### src/rtl/vga_scan_pkg.sv
package vga_scan_pkg;
  typedef logic [7:0] rgb332_t;
  localparam rgb332_t RGB_BLACK = 8'h00;

  typedef struct packed {
    logic hs;
    logic vs;
  } sync_t;
endpackage

### src/rtl/vga_scan_timing.sv
module vga_scan_timing #(
  parameter int H_VIS  = 800,
  parameter int H_FP   = 40,
  parameter int H_SYNC = 128,
  parameter int H_BP   = 88,
  parameter int V_VIS  = 600,
  parameter int V_FP   = 1,
  parameter int V_SYNC = 4,
  parameter int V_BP   = 23,
  parameter int HW     = $clog2(H_VIS + H_FP + H_SYNC + H_BP),
  parameter int VW     = $clog2(V_VIS + V_FP + V_SYNC + V_BP)
) (
  input  logic          clk_i,
  input  logic          rst_ni,
  output logic [HW-1:0] h_o,
  output logic [VW-1:0] v_o,
  output logic          hs_o,
  output logic          vs_o,
  output logic          frame_last_o
);
  localparam int H_TOT = H_VIS + H_FP + H_SYNC + H_BP;
  localparam int V_TOT = V_VIS + V_FP + V_SYNC + V_BP;
  localparam logic [HW-1:0] H_LAST = HW'(H_TOT - 1);
  localparam logic [VW-1:0] V_LAST = VW'(V_TOT - 1);
  localparam logic [HW-1:0] HS_BEG = HW'(H_VIS + H_FP);
  localparam logic [HW-1:0] HS_END = HW'(H_VIS + H_FP + H_SYNC);
  localparam logic [VW-1:0] VS_BEG = VW'(V_VIS + V_FP);
  localparam logic [VW-1:0] VS_END = VW'(V_VIS + V_FP + V_SYNC);

  logic [HW-1:0] h_q;
  logic [VW-1:0] v_q;
  logic          line_last;

  assign line_last = (h_q == H_LAST);

  always_ff @(posedge clk_i or negedge rst_ni) begin
    if (!rst_ni) begin
      h_q <= '0;
      v_q <= '0;
    end else if (line_last) begin
      h_q <= '0;
      v_q <= (v_q == V_LAST) ? '0 : v_q + 1'b1;
    end else begin
      h_q <= h_q + 1'b1;
    end
  end

  assign h_o          = h_q;
  assign v_o          = v_q;
  assign hs_o         = (h_q >= HS_BEG) && (h_q < HS_END);
  assign vs_o         = (v_q >= VS_BEG) && (v_q < VS_END);
  assign frame_last_o = line_last && (v_q == V_LAST);
endmodule

### src/rtl/vga_scan_rowmap.sv
module vga_scan_rowmap #(
  parameter int V_VIS = 600,
  parameter int FB_H  = 300,
  parameter int VW    = 10,
  parameter int RW    = $clog2(FB_H)
) (
  input  logic [VW-1:0] v_i,
  input  logic          rep_i,
  output logic          ok_o,
  output logic [RW-1:0] row_o
);
  localparam int REP_LINES = (2 * FB_H < V_VIS) ? 2 * FB_H : V_VIS;
  localparam logic [VW-1:0] REP_END = VW'(REP_LINES);
  localparam logic [VW-1:0] TOP_L   = VW'((V_VIS - FB_H) / 2);
  localparam logic [VW-1:0] BOT_L   = VW'((V_VIS - FB_H) / 2 + FB_H);

  logic [VW-1:0] v_half;
  logic [VW-1:0] v_off;

  assign v_half = v_i >> 1;
  assign v_off  = v_i - TOP_L;

  always_comb begin
    if (rep_i) begin
      ok_o  = (v_i < REP_END);
      row_o = RW'(v_half);
    end else begin
      ok_o  = (v_i >= TOP_L) && (v_i < BOT_L);
      row_o = RW'(v_off);
    end
  end
endmodule

### src/rtl/vga_scan_colmap.sv
module vga_scan_colmap #(
  parameter int H_VIS = 800,
  parameter int FB_W  = 703,
  parameter int HW    = 11,
  parameter int CW    = $clog2(FB_W)
) (
  input  logic [HW-1:0] h_i,
  input  logic [HW-1:0] shift_i,
  input  logic [HW-1:0] count_i,
  output logic          ok_o,
  output logic [CW-1:0] col_o
);
  localparam logic [HW-1:0] FBW_L  = HW'(FB_W);
  localparam logic [HW-1:0] HVIS_L = HW'(H_VIS);

  logic [HW-1:0] lim;
  logic [HW-1:0] off;

  assign lim   = (count_i > FBW_L) ? FBW_L : count_i;
  assign off   = h_i - shift_i;
  assign ok_o  = (h_i >= shift_i) && (off < lim) && (h_i < HVIS_L);
  assign col_o = CW'(off);
endmodule

### src/rtl/vga_scanout.sv
module vga_scanout #(
  parameter int H_VIS  = 800,
  parameter int H_FP   = 40,
  parameter int H_SYNC = 128,
  parameter int H_BP   = 88,
  parameter int V_VIS  = 600,
  parameter int V_FP   = 1,
  parameter int V_SYNC = 4,
  parameter int V_BP   = 23,
  parameter int FB_W   = 703,
  parameter int FB_H   = 300,
  parameter int HW     = $clog2(H_VIS + H_FP + H_SYNC + H_BP),
  parameter int VW     = $clog2(V_VIS + V_FP + V_SYNC + V_BP),
  parameter int AW     = $clog2(FB_W * FB_H)
) (
  input  logic                   clk_i,
  input  logic                   rst_ni,
  input  logic                   row_rep_i,
  input  logic [HW-1:0]          hshift_i,
  input  logic [HW-1:0]          hcount_i,
  output logic                   rd_en_o,
  output logic [AW-1:0]          rd_addr_o,
  input  vga_scan_pkg::rgb332_t  rd_data_i,
  output logic                   hsync_o,
  output logic                   vsync_o,
  output vga_scan_pkg::rgb332_t  rgb_o
);
  import vga_scan_pkg::*;

  localparam int RW = $clog2(FB_H);
  localparam int CW = $clog2(FB_W);
  localparam logic [AW-1:0] FBW_A = AW'(FB_W);
  localparam logic [HW-1:0] CNT_RST = HW'(FB_W);

  logic [HW-1:0] h;
  logic [VW-1:0] v;
  logic          hs_raw, vs_raw, frame_last;

  // frame-stable configuration
  logic          rep_q;
  logic [HW-1:0] shift_q, count_q;

  logic          row_ok, col_ok;
  logic [RW-1:0] row;
  logic [CW-1:0] col;
  logic [AW-1:0] addr;

  sync_t   sync_s1, sync_s2;
  logic    act_s1;
  rgb332_t rgb_s2;

  vga_scan_timing #(
    .H_VIS(H_VIS), .H_FP(H_FP), .H_SYNC(H_SYNC), .H_BP(H_BP),
    .V_VIS(V_VIS), .V_FP(V_FP), .V_SYNC(V_SYNC), .V_BP(V_BP),
    .HW(HW), .VW(VW)
  ) u_timing (
    .clk_i        (clk_i),
    .rst_ni       (rst_ni),
    .h_o          (h),
    .v_o          (v),
    .hs_o         (hs_raw),
    .vs_o         (vs_raw),
    .frame_last_o (frame_last)
  );

  always_ff @(posedge clk_i or negedge rst_ni) begin
    if (!rst_ni) begin
      rep_q   <= 1'b1;
      shift_q <= '0;
      count_q <= CNT_RST;
    end else if (frame_last) begin
      rep_q   <= row_rep_i;
      shift_q <= hshift_i;
      count_q <= hcount_i;
    end
  end

  vga_scan_rowmap #(
    .V_VIS(V_VIS), .FB_H(FB_H), .VW(VW), .RW(RW)
  ) u_rowmap (
    .v_i   (v),
    .rep_i (rep_q),
    .ok_o  (row_ok),
    .row_o (row)
  );

  vga_scan_colmap #(
    .H_VIS(H_VIS), .FB_W(FB_W), .HW(HW), .CW(CW)
  ) u_colmap (
    .h_i     (h),
    .shift_i (shift_q),
    .count_i (count_q),
    .ok_o    (col_ok),
    .col_o   (col)
  );

  assign addr      = AW'(row) * FBW_A + AW'(col);
  assign rd_en_o   = row_ok && col_ok;
  assign rd_addr_o = rd_en_o ? addr : '0;

  // stage 1: read in flight; stage 2: data registered to the pins
  always_ff @(posedge clk_i or negedge rst_ni) begin
    if (!rst_ni) begin
      act_s1  <= 1'b0;
      sync_s1 <= '0;
      sync_s2 <= '0;
      rgb_s2  <= RGB_BLACK;
    end else begin
      act_s1  <= rd_en_o;
      sync_s1 <= '{hs: hs_raw, vs: vs_raw};
      sync_s2 <= sync_s1;
      rgb_s2  <= act_s1 ? rd_data_i : RGB_BLACK;
    end
  end

  assign hsync_o = sync_s2.hs;
  assign vsync_o = sync_s2.vs;
  assign rgb_o   = rgb_s2;
endmodule

### config.mk
export PLATFORM = sky130hd
export DESIGN_NAME = vga_scanout
export DESIGN_NICKNAME = d
export VERILOG_FILES = /design/src/rtl/vga_scan_pkg.sv /design/src/rtl/vga_scan_timing.sv /design/src/rtl/vga_scan_rowmap.sv /design/src/rtl/vga_scan_colmap.sv /design/src/rtl/vga_scanout.sv
export SDC_FILE = /design/constraint.sdc
export NUM_CORES = 1
export LEC_CHECK = 0
export ABC_AREA = 1
export BUFFER_PORTS_ARGS = -buffer_cell sky130_fd_sc_hd__buf_2
export CORE_MARGIN = 1
export CORE_UTILIZATION = 50
export DETAILED_ROUTE_END_ITERATION = 8
export GPL_TIMING_DRIVEN = 0
export PLACE_DENSITY = 0.73
export SYNTH_ARGS = -nofsm -noshare
export SYNTH_HDL_FRONTEND = slang
export SYNTH_SLANG_ARGS = --single-unit
### constraint.sdc
create_clock -name clk_i -period 7.5 [get_ports clk_i]
set_input_delay 1.125 -clock clk_i [delete_from_list [all_inputs] [get_ports clk_i]]
set_output_delay 1.125 -clock clk_i [all_outputs]
set_load 0.03 [all_outputs]
Yosys cells after proc, flatten, opt, wreduce, memory -nomap -nowiden --
Cells that the tools add are included.
Word-level totals: bits in registers 57, bits in latches 0, bits in writable memories 0, bits in read-only memories 0, logic and storage cells 44, memories kept 0
Cells by class: $add $sub $neg 5, multiply operators 1, divide/modulo/power cells 0, order comparisons 11, equality and inequality tests 2, shift-type cells 0, mux-type cells 7, bitwise operators 0, reductions and logical operators 7
Operators with widths (count):
- $lt 11x10->1 const B | 2
- $mux 11 | 2
- $lt 10x10->1 const B | 2
- $add 18x10->18 | 1
- $mul 9x10->18 const B | 1
- $mux 18 | 1
- $add 11x1->11 const B | 1
- $eq 11x11->1 const B | 1
- $ge 11x10->1 const B | 1
- $ge 11x11->1 | 1
- $gt 11x10->1 const B | 1
- $lt 11x11->1 | 1
- $sub 11x11->11 | 1
- $add 10x1->10 const B | 1
- $eq 10x10->1 const B | 1
- $ge 10x10->1 const B | 1
- $ge 10x8->1 const B | 1
- $lt 10x9->1 const B | 1
- $mux 10 | 1
- $mux 9 | 1
- $sub 9x8->9 const B | 1
- $mux 8 | 1
- $logic_and 1x1->1 | 7
- $mux 1 | 1

Logic depth before layout (Yosys ltp) --
word-level depth 7, mapped depth 29, depth with buffers taken out 29

Hierarchy --
From an unflattened synthesis, not the netlist that was laid out.
Second synthesis, totals: cell total of the unflattened synthesis 853, area, all modules 6396.1 um2
Modules (own cells, without submodules):
- vga_scanout | instances 1, cells an instance 461, area an instance 3858.7 um2
- vga_scan_timing | instances 1, cells an instance 165, area an instance 1312.5 um2
- vga_scan_colmap | instances 1, cells an instance 152, area an instance 880.8 um2
- vga_scan_rowmap | instances 1, cells an instance 75, area an instance 344.1 um2

Worst setup path after synthesis --
No wires, ideal clock.
path kind flip-flop to output port, start register u_timing.v_q[2], in the netlist u_timing.v_o[2], end output port rd_addr_o[17], arrival 5.799 ns, setup slack 0.576 ns, cell stages (with the launch flop) 27, path through dfrtp_1 > ha_1 > inv_1 > a21oi_1 > nor2_1 > nand2_1 > nand3_1 > o21ai_0 > inv_1 > fa_1 > fa_1 > inv_1 > fa_1 > fa_1 > inv_1 > fa_1 > inv_1 > ha_1 > nand2_1 > inv_1 > a21oi_1 > nand2_1 > a21oi_1 > inv_1 > nand2_1 > nand2_1 > nor2_1
On the way: word-level cells in the longest chain between the ends 5
RTL lines:
- start: declaration | line vga_scan_timing.sv:31 | logic [VW-1:0] v_q;
- start signal: assignment | line vga_scan_timing.sv:42 | v_q <= (v_q == V_LAST) ? '0 : v_q + 1'b1;
- $sub 9x8->9 (tied with other cells) | line vga_scan_rowmap.sv:21 | assign v_off = v_i - TOP_L;
- $mux 9 / $logic_and 1x1->1 (equally long branches) | line vga_scan_rowmap.sv:24, vga_scan_rowmap.sv:28
- $mul 9x10->18 / $mux 1 (equally long branches) | line vga_scanout.sv:97, vga_scan_rowmap.sv:24
- $add 18x10->18 / $logic_and 1x1->1 (equally long branches) | line vga_scanout.sv:97, vga_scanout.sv:98
- $mux 18 (*) | line vga_scanout.sv:99 | assign rd_addr_o = rd_en_o ? addr : '0;
- end: declaration | line vga_scanout.sv:22 | output logic [AW-1:0] rd_addr_o,
Mark *: on every way between the ends. The rest lies on a longest branch, timed or not.

Final worst setup path --
Ends and elaborated chain as after synthesis.

==> impl_metrics.toml <==
[cells_and_area]
syn_to_final_growth_pct = 14.0
layout.nets = 1033
fill_cells = 1134
layout.cells.non_filler = 1050
layout_common_cells = "152 x inv_1, 128 x nand2_1, 97 x nor2_1, 86 x ha_1, 62 x buf_2"
final_util = 0.587
drive_gt1_frac = 0.171
final_area_sq_mm = 0.00708
antenna_cells = 0
final_common_cell = "inv_1"

[routing]
drc = 0
dr.pass1.iters = 4
drtIter0Drc = 194
wl_per_cell_microns = 12.4
vias = 5196
viasPerCell = 4.95
routed_wl_microns = 13000
antenna_left = 0

[placed_design]
place_congestion = 0.918
dpl_cell_area_sq_mm = 0.00672
placed_cells = 1033
port-buffer-count = 61
hpwl_microns = 10600

[timing]
final_hold_viol_count = 0
finalSetupTns_ns = 0
skew_ns = 0.0142
fmax_mhz = 140
setup_viol_count_final = 0
slew_viol_final = 0
fin_crit_sh = 0.952
min_period_ns = 7.14
max_slew.worst_pin.slew_ns = 0.873
rsz0062_at_grt = "yes"
max_slew_margin = 0.412

[floorplan]
floorplan.initialDensity = 0.515
coreArea_sq_mm = 0.0121
die_w_microns = 113
die_y_microns = 113
dieArea_sq_mm = 0.0129
placementRows = 40
pin_count = 62

[synthesis]
synth_area_leaders = "dfrtp_1 19%, ha_1 18%, fa_1 11%"
synth_adder_area_share = 0.287
synth_fp_nets = 959
yosysSeqAreaShare = 0.232
synth_top_family_by_area = "adder cells"
ys_warn_count = 0
synth_compound_area_frac = 0.0983
synth-edff-count = 0
synth-seq-cells = 57
syn_area_sq_mm = 0.00621
synthFlopType = "dfrtp_1"
yosysTopAreaCell = "dfrtp_1"
netlist.area_leader.share = 0.193
synthCells = 804
synthDistinctLibCells = 46
synth_area_per_cell_sq_um = 7.72
muxShareOfSynthArea = 0
synthSimpleGateAreaFrac = 0.235
synth_xor_area_frac = 0.0381
async_reset_ff_frac = 1.00

[power_and_ir_drop]
power.share.clock = 0.266
totalPowerFinal_uw = 1490
p_switching_uw = 618
p_leak_uw = 0.00405
p_int_uw = 871
combPwrFrac = 0.519
sequentialPowerShare = 0.215
power.density_mw_per_mm2 = 210
p_sw_frac = 0.415
peakVddDrop_mv = 0.152

[critical_path]
cp_slowest_cell = "fa_1"
worst_ep_arrival_time_ns = 6.02
required_ns = 6.38
path_delay_family = "adder cells"
startpoint_type = "register"
max_stage_delay_ns = 0.55
critPathMaxFanout = 6
crit_top_cell = "inv_1"
crit_buf_inv = 8
critPathCaptureType = "output pin"
criticalPathCategory = "reg2out"

[clock_tree]
clk_latency_ns = 0.34
cts_buffer_depth = 2
cts_root_buffer = "clkbuf_16"
cts_buffers = 9
clk_pin_slew_worst_paths_ns = 0.05
htreeDepth = 3
cts_sinks = 57
tritoncts = "yes"

[run_status]
outcome = "finished, final reports clean"

[global_route]
grt_max_degree = 58
gr-total-overflow = 0
antenna_found_initial = 0
grt_usage = 0.221
grt_pass1_vias = 4950
grt_pass1_wl_microns = 22400

[worst_hold_path]
holdCritPathClass = "reg2reg"

[flow_run]
cap_violations = 0
cell type report:
class | instances | area (sq um) | area share
multi-input combinational | 575 | 4150 | 0.586
sequential | 57 | 1440 | 0.203
inverter | 161 | 606 | 0.0855
timing repair buffer | 63 | 325 | 0.0459
clock buffer | 12 | 236 | 0.0334
tap | 168 | 210 | 0.0297
buffer | 11 | 71.3 | 0.0101
clock inverter | 3 | 42.5 | 0.00601
power by group through the flow:
stage | Combinational [uW] | Clock [uW] | Sequential [uW]
final | 773 | 396 | 320
after global routing | 895 | 421 | 320
after CTS | 760 | 406 | 319
after detailed placement | 753 | 0 | 324
after global placement | 748 | 0 | 324
after floorplan | 605 | 0 | 324
registers in the layout (all words and copies together), names as in the netlist:
register,flops
act_s1,1
count_q,11
hsync_o,1
rep_q,1
rgb_o,8
shift_q,11
sync_s1,2
u_timing.h_o,11
u_timing.v_o,10
vsync_o,1
synth_stat cells (9+ instances only):
cell type  instances
fa_1              34
nor3_1             9
nor2_1            97
o21ai_0           31
dfstp_2            9
nand3_1           44
ha_1              88
dfrtp_1           48
a21oi_1           38
nor2_2            10
xor2_1            17
nand2_1          129
xnor2_1           10
inv_1            154
a21oi_2           10
nand4_1           11
kinds of logic after synthesis:
group | after synthesis
xor+xnor | 27
compound gates | 104
other cells | 1
simple gates | 321
flops | 57
buf+inv | 172
fa+ha+maj | 122
worst paths after layout:
check	to	cells after the start	start	slack, ns
max	rd_addr_o[17]	27	u_timing.v_o[2]$_DFFE_PN0N_	0.36
min	vsync_o$_DFF_PN0_	0	sync_s1[0]$_DFF_PN0_	0.35
max reg2reg	act_s1$_DFF_PN0_	16	u_timing.h_o[0]$_DFF_PN0_	4.24
min reg2reg	vsync_o$_DFF_PN0_	0	sync_s1[0]$_DFF_PN0_	0.35
max in group asynchronous	u_timing.v_o[1]$_DFFE_PN0N_	1	rst_ni	6.16
min in group asynchronous	act_s1$_DFF_PN0_	1	rst_ni	0.83
stage by stage:
| step | worst slack [ns] | hold slack [ns] |
|---|---|---|
| floorplan | 0.576 | 0.331 |
| global placement | 0.00226 | 0.334 |
| detailed placement | -0.00846 | 0.340 |
| CTS | 0.0112 | 0.351 |
| global route | -0.00236 | 0.364 |
| finish | 0.359 | 0.349 |
worst reg2reg max path, cell delays in order, from the launching register on:
cell,delay [ns]
dfrtp_1,0.40
inv_1,0.14
ha_1,0.19
inv_1,0.08
fa_1,0.45
a31o_2,0.30
xor2_1,0.30
inv_1,0.09
ha_1,0.32
a21oi_1,0.16
o21ai_0,0.09
inv_1,0.05
nand2_1,0.05
nand2_1,0.12
nand3_4,0.19
buf_6,0.22
inv_1,0.07
routing by layer:
layer	GRT usage	share of wire	vias to the layer above
met5	0	0	-
met4	0.0816	0.019	0
met3	0.0452	0.045	19
met2	0.359	0.46	104
met1	0.292	0.47	2362
li1	-	-	2711
repair_timing:
action,4_1_cts,5_1_grt
gates resized for setup,7,18
buffers inserted,0,2
pin swaps,0,1
endpoints found under the setup margin,9,10
hold buffers,0,0
No activity file was read; power rests on OpenSTA's default activity.
